### src/rtl/uart_tx_pkg.sv
package uart_tx_pkg;
    localparam int CHAR_W = 8;

    typedef enum logic [2:0] {
        ST_IDLE,
        ST_START,
        ST_DATA,
        ST_PARITY,
        ST_STOP,
        ST_BREAK
    } tx_state_e;

    typedef struct packed {
        logic [1:0] wlen;
        logic       par_en;
        logic       par_even;
        logic       par_stick;
        logic       two_stop;
    } line_cfg_t;
endpackage

### src/rtl/uart_tx_fifo.sv
module uart_tx_fifo #(
    parameter int WIDTH = 8,
    parameter int DEPTH = 4
) (
    input  logic             clk,
    input  logic             rst_n,
    input  logic             push,
    input  logic [WIDTH-1:0] push_data,
    input  logic             pop,
    output logic [WIDTH-1:0] head,
    output logic             empty,
    output logic             full
);
    localparam int AW = (DEPTH > 1) ? $clog2(DEPTH) : 1;
    localparam int CW = $clog2(DEPTH + 1);

    logic [WIDTH-1:0] mem [DEPTH];
    logic [AW-1:0]    wp, rp;
    logic [CW-1:0]    cnt;
    logic             do_wr, do_rd;

    assign empty = (cnt == '0);
    assign full  = (cnt == CW'(DEPTH));
    assign do_wr = push && !full;
    assign do_rd = pop && !empty;
    assign head  = mem[rp];

    always_ff @(posedge clk) begin
        if (do_wr) mem[wp] <= push_data;
    end

    always_ff @(posedge clk or negedge rst_n) begin
        if (!rst_n) begin
            wp  <= '0;
            rp  <= '0;
            cnt <= '0;
        end else begin
            if (do_wr) wp <= (wp == AW'(DEPTH - 1)) ? '0 : wp + 1'b1;
            if (do_rd) rp <= (rp == AW'(DEPTH - 1)) ? '0 : rp + 1'b1;
            unique case ({do_wr, do_rd})
                2'b10:   cnt <= cnt + 1'b1;
                2'b01:   cnt <= cnt - 1'b1;
                default: cnt <= cnt;
            endcase
        end
    end


    no_overflow_chk: assert property (@(posedge clk) disable iff (!rst_n)
        cnt <= CW'(DEPTH));


    drop_when_full_chk: assert property (@(posedge clk) disable iff (!rst_n)
        (push && full && !pop) |=> (cnt == $past(cnt)));
endmodule

### src/rtl/uart_tx_parity.sv
module uart_tx_parity
    import uart_tx_pkg::*;
(
    input  logic [CHAR_W-1:0] data,
    input  logic [1:0]        wlen,
    input  logic              par_even,
    input  logic              par_stick,
    output logic              pbit
);
    logic [CHAR_W-1:0] mask;
    logic              ones_odd;

    always_comb begin
        unique case (wlen)
            2'd0:    mask = 8'h1F;
            2'd1:    mask = 8'h3F;
            2'd2:    mask = 8'h7F;
            default: mask = 8'hFF;
        endcase
        ones_odd = ^(data & mask);
        if (par_stick) pbit = ~par_even;
        else if (par_even) pbit = ones_odd;
        else pbit = ~ones_odd;
    end
endmodule

### src/rtl/uart_tx_fsm.sv
module uart_tx_fsm
    import uart_tx_pkg::*;
#(
    parameter int OSR = 16
) (
    input  logic              clk,
    input  logic              rst_n,
    input  logic              baud_tick,
    input  logic              tx_en,
    input  logic              brk,
    input  logic              fifo_empty,
    input  logic [CHAR_W-1:0] fifo_head,
    input  line_cfg_t         cfg,
    input  logic              par_in,
    output logic              fifo_pop,
    output logic              frame_active,
    output logic              txd
);
    localparam int TW = $clog2(OSR);
    localparam int IW = $clog2(CHAR_W);

    tx_state_e         st, st_nxt;
    logic [TW-1:0]     tick_cnt;
    logic [IW-1:0]     bit_idx;
    logic [IW-1:0]     last_idx;
    logic              stop_idx;
    logic [CHAR_W-1:0] data_q;
    line_cfg_t         cfg_q;
    logic              par_q;
    logic              bit_end;
    logic              launch;

    assign bit_end  = baud_tick && (tick_cnt == TW'(OSR - 1));
    assign last_idx = IW'(cfg_q.wlen) + IW'(4);
    assign launch   = (st == ST_IDLE) && !brk && tx_en && !fifo_empty;

    always_comb begin
        st_nxt = st;
        unique case (st)
            ST_IDLE: begin
                if (brk) st_nxt = ST_BREAK;
                else if (launch) st_nxt = ST_START;
            end
            ST_START:  if (bit_end) st_nxt = ST_DATA;
            ST_DATA: begin
                if (bit_end && bit_idx == last_idx)
                    st_nxt = cfg_q.par_en ? ST_PARITY : ST_STOP;
            end
            ST_PARITY: if (bit_end) st_nxt = ST_STOP;
            ST_STOP: begin
                if (bit_end && (stop_idx || !cfg_q.two_stop)) st_nxt = ST_IDLE;
            end
            ST_BREAK:  if (!brk) st_nxt = ST_IDLE;
            default:   st_nxt = ST_IDLE;
        endcase
    end

    always_ff @(posedge clk or negedge rst_n) begin
        if (!rst_n) begin
            st       <= ST_IDLE;
            tick_cnt <= '0;
            bit_idx  <= '0;
            stop_idx <= 1'b0;
            data_q   <= '0;
            cfg_q    <= '0;
            par_q    <= 1'b0;
        end else begin
            st <= st_nxt;
            if (st_nxt != st) tick_cnt <= '0;
            else if (baud_tick)
                tick_cnt <= (tick_cnt == TW'(OSR - 1)) ? '0 : tick_cnt + 1'b1;
            if (st == ST_START) bit_idx <= '0;
            else if (st == ST_DATA && bit_end) bit_idx <= bit_idx + 1'b1;
            if (st != ST_STOP) stop_idx <= 1'b0;
            else if (bit_end) stop_idx <= 1'b1;
            if (launch) begin
                data_q <= fifo_head;
                cfg_q  <= cfg;
                par_q  <= par_in;
            end
        end
    end

    always_comb begin
        fifo_pop     = launch;
        frame_active = 1'b0;
        txd          = 1'b1;
        unique case (st)
            ST_IDLE:   txd = 1'b1;
            ST_START:  begin txd = 1'b0; frame_active = 1'b1; end
            ST_DATA:   begin txd = data_q[bit_idx]; frame_active = 1'b1; end
            ST_PARITY: begin txd = par_q; frame_active = 1'b1; end
            ST_STOP:   begin txd = 1'b1; frame_active = 1'b1; end
            ST_BREAK:  txd = 1'b0;
            default:   txd = 1'b1;
        endcase
    end


    bit_hold_chk: assert property (@(posedge clk) disable iff (!rst_n)
        (frame_active && !baud_tick) |=> (st == $past(st)));


    break_entry_chk: assert property (@(posedge clk) disable iff (!rst_n)
        (st == ST_IDLE && brk) |=> (st == ST_BREAK));


    bit_idx_range_chk: assert property (@(posedge clk) disable iff (!rst_n)
        (st == ST_DATA) |-> (bit_idx <= last_idx));
endmodule

### src/rtl/uart_frame_tx.sv
module uart_frame_tx
    import uart_tx_pkg::*;
#(
    parameter int OSR        = 16,
    parameter int FIFO_DEPTH = 4
) (
    input  logic       clk,
    input  logic       rst_n,
    input  logic       baud_tick,
    input  logic       tx_en,
    input  logic       wr_valid,
    input  logic [7:0] wr_data,
    input  logic [1:0] wlen,
    input  logic       par_en,
    input  logic       par_even,
    input  logic       par_stick,
    input  logic       two_stop,
    input  logic       brk,
    output logic       fifo_full,
    output logic       busy,
    output logic       txd
);
    line_cfg_t         cfg;
    logic [CHAR_W-1:0] head;
    logic              empty, pop, active, pbit;

    assign cfg = '{wlen: wlen, par_en: par_en, par_even: par_even,
                   par_stick: par_stick, two_stop: two_stop};

    uart_tx_fifo #(.WIDTH(CHAR_W), .DEPTH(FIFO_DEPTH)) u_fifo (
        .clk(clk), .rst_n(rst_n), .push(wr_valid), .push_data(wr_data),
        .pop(pop), .head(head), .empty(empty), .full(fifo_full)
    );

    uart_tx_parity u_par (
        .data(head), .wlen(wlen), .par_even(par_even),
        .par_stick(par_stick), .pbit(pbit)
    );

    uart_tx_fsm #(.OSR(OSR)) u_fsm (
        .clk(clk), .rst_n(rst_n), .baud_tick(baud_tick), .tx_en(tx_en),
        .brk(brk), .fifo_empty(empty), .fifo_head(head), .cfg(cfg),
        .par_in(pbit), .fifo_pop(pop), .frame_active(active), .txd(txd)
    );

    assign busy = active || !empty;


    busy_fall_idle_chk: assert property (@(posedge clk) disable iff (!rst_n)
        $fell(busy) |-> txd);


    idle_level_chk: assert property (@(posedge clk) disable iff (!rst_n)
        (!busy && !brk && !$past(brk)) |-> txd);
endmodule

### config.mk
export PLATFORM = sky130hd
export DESIGN_NAME = uart_frame_tx
export DESIGN_NICKNAME = d
export VERILOG_FILES = /design/src/rtl/uart_tx_pkg.sv /design/src/rtl/uart_tx_fifo.sv /design/src/rtl/uart_tx_parity.sv /design/src/rtl/uart_tx_fsm.sv /design/src/rtl/uart_frame_tx.sv
export SDC_FILE = /design/constraint.sdc
export NUM_CORES = 1
export LEC_CHECK = 0
export ABC_AREA = 1
export BUFFER_PORTS_ARGS = -buffer_cell sky130_fd_sc_hd__buf_2
export CELL_PAD_IN_SITES_DETAIL_PLACEMENT = 1
export CELL_PAD_IN_SITES_GLOBAL_PLACEMENT = 1
export CORE_MARGIN = 2
export CORE_UTILIZATION = 46
export CTS_CLUSTER_SIZE = 14
export DETAILED_ROUTE_END_ITERATION = 10
export PLACE_DENSITY_LB_ADDON = 0.15
export SETUP_SLACK_MARGIN = 0.02
export SYNTH_ARGS = -nofsm -noshare
export SYNTH_HDL_FRONTEND = slang
export SYNTH_SLANG_ARGS = --single-unit
### constraint.sdc
create_clock -name clk -period 2.75 [get_ports clk]
set_input_delay 0.4125 -clock clk [delete_from_list [all_inputs] [get_ports clk]]
set_output_delay 0.4125 -clock clk [all_outputs]
set_load 0.1 [all_outputs]
**Word level (Yosys, flattened, before mapping)**

Memory sizes are Yosys's and may differ from the RTL's.
Cells that the tools add are included.

- Register bits after elaboration: 31
- Latch bits: 0
- Bits in writable memories: 32
- Memory bits (read-only): 0
- Input bits: 20
- Output and inout port bits: 3
- Logic and storage cells: 93
- Memories kept: 1

Memory list:

| memory | words | width | rd ports | clocked after Yosys merged registers in | wr ports | RTL line | RTL |
|---|---|---|---|---|---|---|---|
| u_fifo.mem | 4 | 8 | 1 | 0 | 1 | uart_tx_fifo.sv:17 | `logic [WIDTH-1:0] mem [DEPTH];` |

- Add/sub/neg operators: 7
- Multipliers: 0
- Divide/modulo/power cells: 0
- $lt $le $gt $ge: 1
- Equality and inequality tests: 16
- Shifts and indexed selects: 0
- Muxes and demuxes: 28
- Bitwise operators: 3
- Reductions and logical operators: 25

Operators by type and width:

| operator | number |
|---|---|
| 3-bit two-way mux | 10 |
| 8-bit one-hot mux with 3 select lines | 1 |
| 3-bit one-hot mux with 6 select lines | 1 |
| 4-bit two-way mux | 3 |
| 3-bit equality test (second input constant) | 3 |
| 1-bit logical AND | 9 |
| 8-bit AND | 1 |
| 2-bit equality test (second input constant) | 4 |
| 1-bit two-way mux | 8 |
| 2-bit nonzero test | 4 |
| 8-bit XOR reduction | 1 |
| 3-bit by 1-bit adder with 3-bit output (second input constant) | 2 |
| 3-bit by 2-bit equality test with 1-bit output (second input constant) | 2 |
| 3-bit zero test | 2 |
| 3-bit one-hot mux with 2 select lines | 1 |
| 2-bit by 1-bit adder with 2-bit output (second input constant) | 2 |
| 4-bit by 1-bit adder with 4-bit output (second input constant) | 1 |
| 2-bit by 1-bit equality test with 1-bit output (second input constant) | 2 |
| 4-bit equality test (second input constant) | 1 |
| 1-bit zero test | 4 |
| 3-bit by 4-bit less-than comparator with 1-bit output (second input constant) | 1 |
| 2-bit two-way mux | 2 |
| 4-bit OR reduction | 1 |
| 2-bit by 3-bit adder with 3-bit output (second input constant) | 1 |
| 11 further kinds | 13 |

**Depth between registers and ports, before layout**

Gate-level depths: netlist (run 1).

- Word-level depth: 9
- Gate-level depth with buffers: 17
- Gate-level depth less buffers: 15

**Modules after synthesis**

From an unflattened synthesis (run 1), not the netlist that was laid out.

- Cell total of the unflattened synthesis: 360
- Area total of the unflattened synthesis: 3234.4 um2

By module, submodules not included:

| module | times used | cells each | area an instance (um2) | sequential area each (um2) |
|---|---|---|---|---|
| uart_tx_fifo | 1 | 154 | 1774.2 | 1136.1 |
| uart_tx_fsm | 1 | 166 | 1288.7 | 600.6 |
| uart_tx_parity | 1 | 38 | 163.9 | 0.0 |
| uart_frame_tx | 1 | 2 | 7.5 | 0.0 |

**Least setup slack after synthesis (run 1)**

OpenSTA, ideal clock, no wires.

- Path type: flip-flop to output port
- Start point: register u_fsm.st[2]
- End point: output port txd
- Data arrival time: 2.744 ns
- Slack: -0.407 ns
- Stages on the path, launching flop included: 5
- Buffers on the path: 0
- Cells stage by stage: dfrtp_1 inv_1 nand2_1 a21oi_1 o21ai_0

- Cells in the longest elaborated chain, start to end: 3
- Elaborated cells between the ends (all ways): 6
- Those cells by class: eq/ne: 4; mux: 1; reduce/logical: 1

RTL lines:

| what | RTL line | RTL |
|---|---|---|
| start, declared | uart_tx_fsm.sv:22 | `tx_state_e st, st_nxt;` |
| start signal, assigned | uart_tx_fsm.sv:68 | `st <= st_nxt;` |
| 3-bit equality test / 3-bit by 1-bit equality test with 1-bit output (equally long branches) | uart_tx_fsm.sv:88 | `unique case (st)` |
| 2-bit OR reduction (no line) | -- |  |
| 1-bit one-hot mux with 3 select lines (*) | uart_tx_fsm.sv:88 |  |
| end, declared | uart_frame_tx.sv:21 | `output logic txd` |

Mark *: on every way between the ends. The rest lies on a longest branch, timed or not.

**Worst setup path in the final report (run 1)**

Ends and elaborated chain as after synthesis.

==> results.yml, run 1 <==
status:
  outcome: "finished, final reports clean"
run:
  drv_cap: 0
sta:
  setup_ws_ns: 0.388
  clock.fmax_mhz: 423
  finalClockSkew_ns: 0.00923
  hold_slack_ns: 0.116
  finalMaxSlewViolations: 0
  post-route-period-util: 0.859
  tns_ns: 0
  worstMarginPinSlew_ns: 0.904
  finalSetupViolations: 0
  fin_crit_ns: 2.36
  hold_viol: 0
  relSlewSlack: 0.395
  grt_setup_unrepaired: "false"
final_layout:
  fin_nets: 418
  drive_gt1_frac: 0.188
  num-fill-cells: 811
  final_cell_area_sq_mm: 0.00369
  areaGrowthSynthToFinish_pct: 12.6
  num_antenna_cells: 0
yosys:
  ys.warnings.count: 0
  synth_top_family_by_area: "simple AND/OR/NAND/NOR gates"
  synth_area_sq_mm: 0.00328
  synth.avg_cell_area_sq_um: 9.13
  yosys.area_share.simple: 0.275
  yosys.area_share.xor_xnor: 0.0107
  ys_seq_area_frac: 0.530
  yosysTopAreaCell: "edfxtp_1"
  netlist.area_leader.share: 0.293
  synth_commonest_cells: "nand2_1, inv_1, edfxtp_1, dfrtp_1, nand3_1"
  synth_edf_count: 32
  synth_fa_ha_area_frac: 0.0366
  synth_compound_area_frac: 0.0645
  synthCells: 359
  async_flop_share: 0.492
  synthTopCellsByArea: "edfxtp_1, dfrtp_1, nand2_1, inv_1, nand3_1"
  muxShareOfSynthArea: 0.00610
  yosysMostFrequentCell: "nand2_1"
  ys_types: 41
  synth-seq-cells: 63
  syn_nets: 388
  synth-main-ff-cell: "edfxtp_1"
routing:
  ant_nets: 0
  wl_mm: 7.35
  drt-pass1-iter-count: 3
  viasPerCell: 5.01
  first_iter_violations: 74
  wire_per_inst_um: 15.0
  drcViolationCount: 0
  vias: 2457
placement:
  hpwl_mm: 5.30
  io_buffers: 22
  placed_area_sq_mm: 0.00347
  routabilityCongestion: 0.819
  pre_cts_slack_ns: 0.562
pwr:
  p_leak_nw: 1.70
  max-vdd-ir-drop_mv: 0.443
  pwr_density_cell_mw_per_mm2: 1100
  power_mw: 4.05
global_route:
  grt_pass1_vias: 2596
  gr-total-overflow: 0
  grt_start_max_net_pins: 32
  grt_pass1_wl_mm: 12.4
  track_usage: 0.218
  grt_antenna_before_repair: 0
cts:
  clock_sinks: 63
  cts.clk_slew.worst_paths_ns: 0.07
  postCtsResizedCells: 0
  cts_max_level: 3
  clock_latency_ns: 0.35
  postCtsSetupBuffers: 0
  cts_buffers: 9
  cts_tree: "yes"
  cts-root-buf: "clkbuf_8"
  ctsHoldBuffers: 0
  clockBufferDepth: 2
floorplanning:
  pin_count: 23
  placementRows: 30
  start_util: 0.480
  core_sq_mm: 0.00683
  die_w_um: 88.4
  dieArea_sq_mm: 0.00782
  die_h_um: 88.4
setup_path:
  crit_arrival_ns: 1.95
  crit_family: "buffers and inverters"
  path_class: "reg2out"
  crit_buf_inv: 2
  cp_slowest_cell: "dfrtp_1"
  startpoint_type: "flop"
  critPathMaxStageDelay_ns: 0.45
  crit_path_end_kind: "output pin"
  path_cells: "inv_1, nand2_1, nor2_1, o211ai_1, o21ai_1, buf_2"
  crit_fanout: 6
  cp.required_ns: 2.34
min_path:
  worstHoldPathType: "in2async"
layout make-up:
class                      count  area (sq um)  area share
clock buffer                   9           124      0.0335
clock inverter                 7          96.3      0.0261
inverter                      46           180      0.0488
multi-input combinational    242          1290       0.349
sequential                    63          1740       0.470
tap                           96           120      0.0325
timing repair buffer          27           148      0.0400
metrics by stage:
stage | std cells | util
2_1_floorplan | 359 | -
3_3_place_gp | 474 | 0.508
3_5_place_dp | 474 | 0.508
4_1_cts | 490 | 0.540
5_1_grt | 490 | 0.540
6_report | 490 | 0.540
sequential cells by signal, summed over array words and instances, names as in the netlist:
register        flops
u_fifo.rp           2
u_fifo.cnt          3
u_fsm.tick_cnt      4
u_fifo.mem         32
u_fsm.stop_idx      1
u_fsm.st            3
u_fifo.wp           2
u_fsm.par_q         1
u_fsm.data_q        8
u_fsm.cfg_q         4
u_fsm.bit_idx       3
per-layer routing:
layer,up-vias,track usage,part of all wire,wire [um]
li1,1227,-,-,-
met5,-,0,0,0
met4,0,0.105,0.025,182
met3,13,0.0485,0.023,169
met1,1190,0.260,0.43,3140
met2,27,0.373,0.52,3850
cell families after synthesis:
family,count (synthesis)
AOI/OAI and AO/OA,36
buffers and inverters,54
muxes,2
adders and majority gates,9
xor gates and xnor gates,4
and+or+nand+nor,191
DFF,63
final timing paths:
kind	start	to	slack, ns	cells past startpoint
worst max-delay path	u_fsm.st[2]	txd	0.39	6
worst min-delay path	rst_n	u_fsm.data_q[1]	0.12	1
worst max register to register	u_fifo.cnt[0]	u_fifo.cnt[2]	0.57	9
worst min register to register	u_fifo.cnt[0]	u_fifo.cnt[0]	0.48	1
max in group asynchronous	rst_n	u_fifo.cnt[2]	2.16	1
min in group clk	two_stop	u_fsm.cfg_q[0]	0.27	3
cells in the final DEF, fill, tap and decap left out, types with 5 or more instances in the layout:
| master | instances |
|---|---|
| edfxtp_1 | 32 |
| dfrtp_1 | 31 |
| inv_1 | 41 |
| nand2_2 | 8 |
| buf_4 | 5 |
| ha_1 | 8 |
| buf_2 | 22 |
| nand3_2 | 6 |
| o21ai_0 | 18 |
| nand2_4 | 6 |
| clkbuf_8 | 9 |
| nand3_1 | 27 |
| nor2_1 | 26 |
| nand2_1 | 106 |
where the power goes:
group / total [mW] / leakage, nW / internal [mW] / switching, mW
Combinational: 1.72 / 0.911 / 0.526 / 1.19
Sequential: 1.44 / 0.685 / 1.26 / 0.180
Clock: 0.888 / 0.103 / 0.511 / 0.377
Total: 4.05 / 1.70 / 2.30 / 1.75
Note: power is estimated with default switching activity, not from simulation.
==> inputs of run 2 (changes only) <==
- SYNTH_HIERARCHICAL: not set -> 1
==> results.yml, run 2 <==
floorplanning:
  pin_count: 23
  die_h_um: 87.9
  die_w_um: 87.9
  core_sq_mm: 0.00679
  dieArea_sq_mm: 0.00772
  placementRows: 30
  start_util: 0.476
pwr:
  p_clk_frac: 0.231
  p_int_mw: 2.25
  comb_power_share: 0.394
  power_switching_mw: 1.55
  swShare: 0.407
  max-vdd-ir-drop_mv: 0.495
  p_leak_nw: 1.77
  sequentialPowerShare: 0.375
  pwr_density_cell_mw_per_mm2: 1040
yosys:
  ys_types: 31
  yosysTopAreaCell: "edfxtp_1"
  synth_area_sq_mm: 0.00323
  synth_commonest_cells: "nand2_1, inv_1, edfxtp_1, dfrtp_1, nor2_1"
  synthCells: 360
  ys_seq_area_frac: 0.537
  synth_edf_count: 32
  synthTopCellsByArea: "edfxtp_1, dfrtp_1, nand2_1, inv_1, o211ai_1"
  synth-seq-cells: 63
  syn_nets: 389
  async_flop_share: 0.492
  synth.avg_cell_area_sq_um: 8.98
  yosysMostFrequentCell: "nand2_1"
  ys.warnings.count: 6
  netlist.area_leader.share: 0.297
  synth-main-ff-cell: "edfxtp_1"
sta:
  finalMaxSlewViolations: 0
  grt_setup_unrepaired: "false"
  setup_ws_ns: 0.458
  fin_crit_ns: 2.29
  finalSetupViolations: 0
  worstMarginPinSlew_ns: 0.821
  relSlewSlack: 0.451
  clock.fmax_mhz: 436
  hold_viol: 0
  tns_ns: 0
  finalClockSkew_ns: 0.0101
  hold_slack_ns: 0.139
  post-route-period-util: 0.833
min_path:
  worstHoldPathType: "in2async"
setup_path:
  cp_slowest_cell: "dfrtp_1"
  cp.required_ns: 2.34
  startpoint_type: "flop"
  reg2reg_from: "u_fifo/rp[0]"
  crit_buf_inv: 2
  crit_arrival_ns: 1.88
  crit_family: "buffers and inverters"
  path_cells: "inv_1, nor2_1, o211ai_1, o211ai_1, o21ai_1, buf_2"
  path_class: "reg2out"
  startpoint: "u_fsm/bit_idx[0]"
  cpMostUsedCell: "o211ai_1"
  crit_fanout: 8
  crit_path_end_kind: "output pin"
  critPathMaxStageDelay_ns: 0.47
routing:
  first_iter_violations: 110
  drt-pass1-iter-count: 4
  drcViolationCount: 0
  vias: 2436
  ant_nets: 0
  viasPerCell: 4.94
  wl_mm: 6.57
  wire_per_inst_um: 13.3
final_layout:
  multi_input_area_sq_mm: 0.00121
  reg.largest.list: "u_fifo/mem x32, u_fsm/data_q x8"
  num_antenna_cells: 0
  post-route-util: 0.539
  drive_gt1_frac: 0.171
  num-fill-cells: 815
  max_flop_register: "u_fifo/mem"
  fin_nets: 421
  final_cell_mix: "nand2_1, inv_1, edfxtp_1, dfrtp_1, nor2_1"
  areaGrowthSynthToFinish_pct: 13.3
  regArea_sq_mm: 0.00174
  final_common_cell: "nand2_1"
  largest_register_ffs: 32
cts:
  cts_buffers: 9
  cts_tree: "yes"
  cts-root-buf: "clkbuf_8"
  postCtsResizedCells: 0
  cts_max_level: 3
  ctsHoldBuffers: 0
  cts.clk_slew.worst_paths_ns: 0.07
  clockBufferDepth: 2
  clock_latency_ns: 0.33
  clock_sinks: 63
  postCtsSetupBuffers: 0
global_route:
  grt_use_met2: 0.337
  gr-total-overflow: 0
  gr-max-usage-layer: "met2"
  grtUsageMet1: 0.232
  track_usage: 0.191
  use_met3: 0.0424
  grt_start_max_net_pins: 32
  grt_pass1_vias: 2509
  grt_antenna_before_repair: 0
  grt_pass1_wl_mm: 11.2
placement:
  io_buffers: 22
  hpwl_mm: 4.88
  pre_cts_slack_ns: 0.573
  routabilityCongestion: 0.805
status:
  outcome: "finished, final reports clean"
run:
  drv_cap: 0
run 2: power by group through the flow:
stage / registers [mW] / clock network (mW) / logic (mW)
finish: 1.42 / 0.878 / 1.50
detailed placement: 1.44 / 0 / 1.51
global placement: 1.43 / 0 / 1.45
global route: 1.45 / 0.945 / 1.72
floorplan: 1.37 / 0 / 1.25
CTS: 1.42 / 0.902 / 1.52
run 2: cell type report:
class,instances,share of cell area
multi-input cells,232,0.331
repair buffers,28,0.0423
well taps,96,0.0328
flip-flops and latches,63,0.474
clock buffers,9,0.0338
inverters,58,0.0598
clock inverters,7,0.0263
run 2: worst paths after layout:
kind / end / slack, ns / cells past startpoint
max: txd / 0.46 / 6
min: u_fsm/tick_cnt[2] / 0.14 / 1
max reg2reg: u_fsm/par_q / 0.60 / 16
min reg2reg: u_fifo/cnt[0] / 0.48 / 1
max in group asynchronous: u_fifo/rp[1] / 2.15 / 1
min in group clk: u_fsm/cfg_q[0] / 0.29 / 3
run 2: cells by family after synthesis:
| logic type | after synthesis | synth area share |
|---|---|---|
| xor gates and xnor gates | 5 | 0.0135 |
| AOI/OAI and AO/OA | 40 | 0.0797 |
| adders and majority gates | 9 | 0.0371 |
| muxes | 1 | 0.00309 |
| and+or+nand+nor | 177 | 0.241 |
| buffers and inverters | 65 | 0.0882 |
| DFF | 63 | 0.537 |
run 2: through the flow:
stage	area [sq um]	std cells	total power [mW]
floorplan	3230	360	2.62
global placement	3440	477	2.88
finish	3660	493	3.80
global route	3660	493	4.11
detailed placement	3440	477	2.95
CTS	3660	493	3.85
run 2: routing by layer:
metal | wire (um) | vias up | share of wire
li1 | - | 1220 | -
met1 | 2980 | 1186 | 0.45
met2 | 3420 | 26 | 0.52
met3 | 123 | 4 | 0.019
met4 | 51 | 0 | 0.0078
met5 | 0 | - | 0
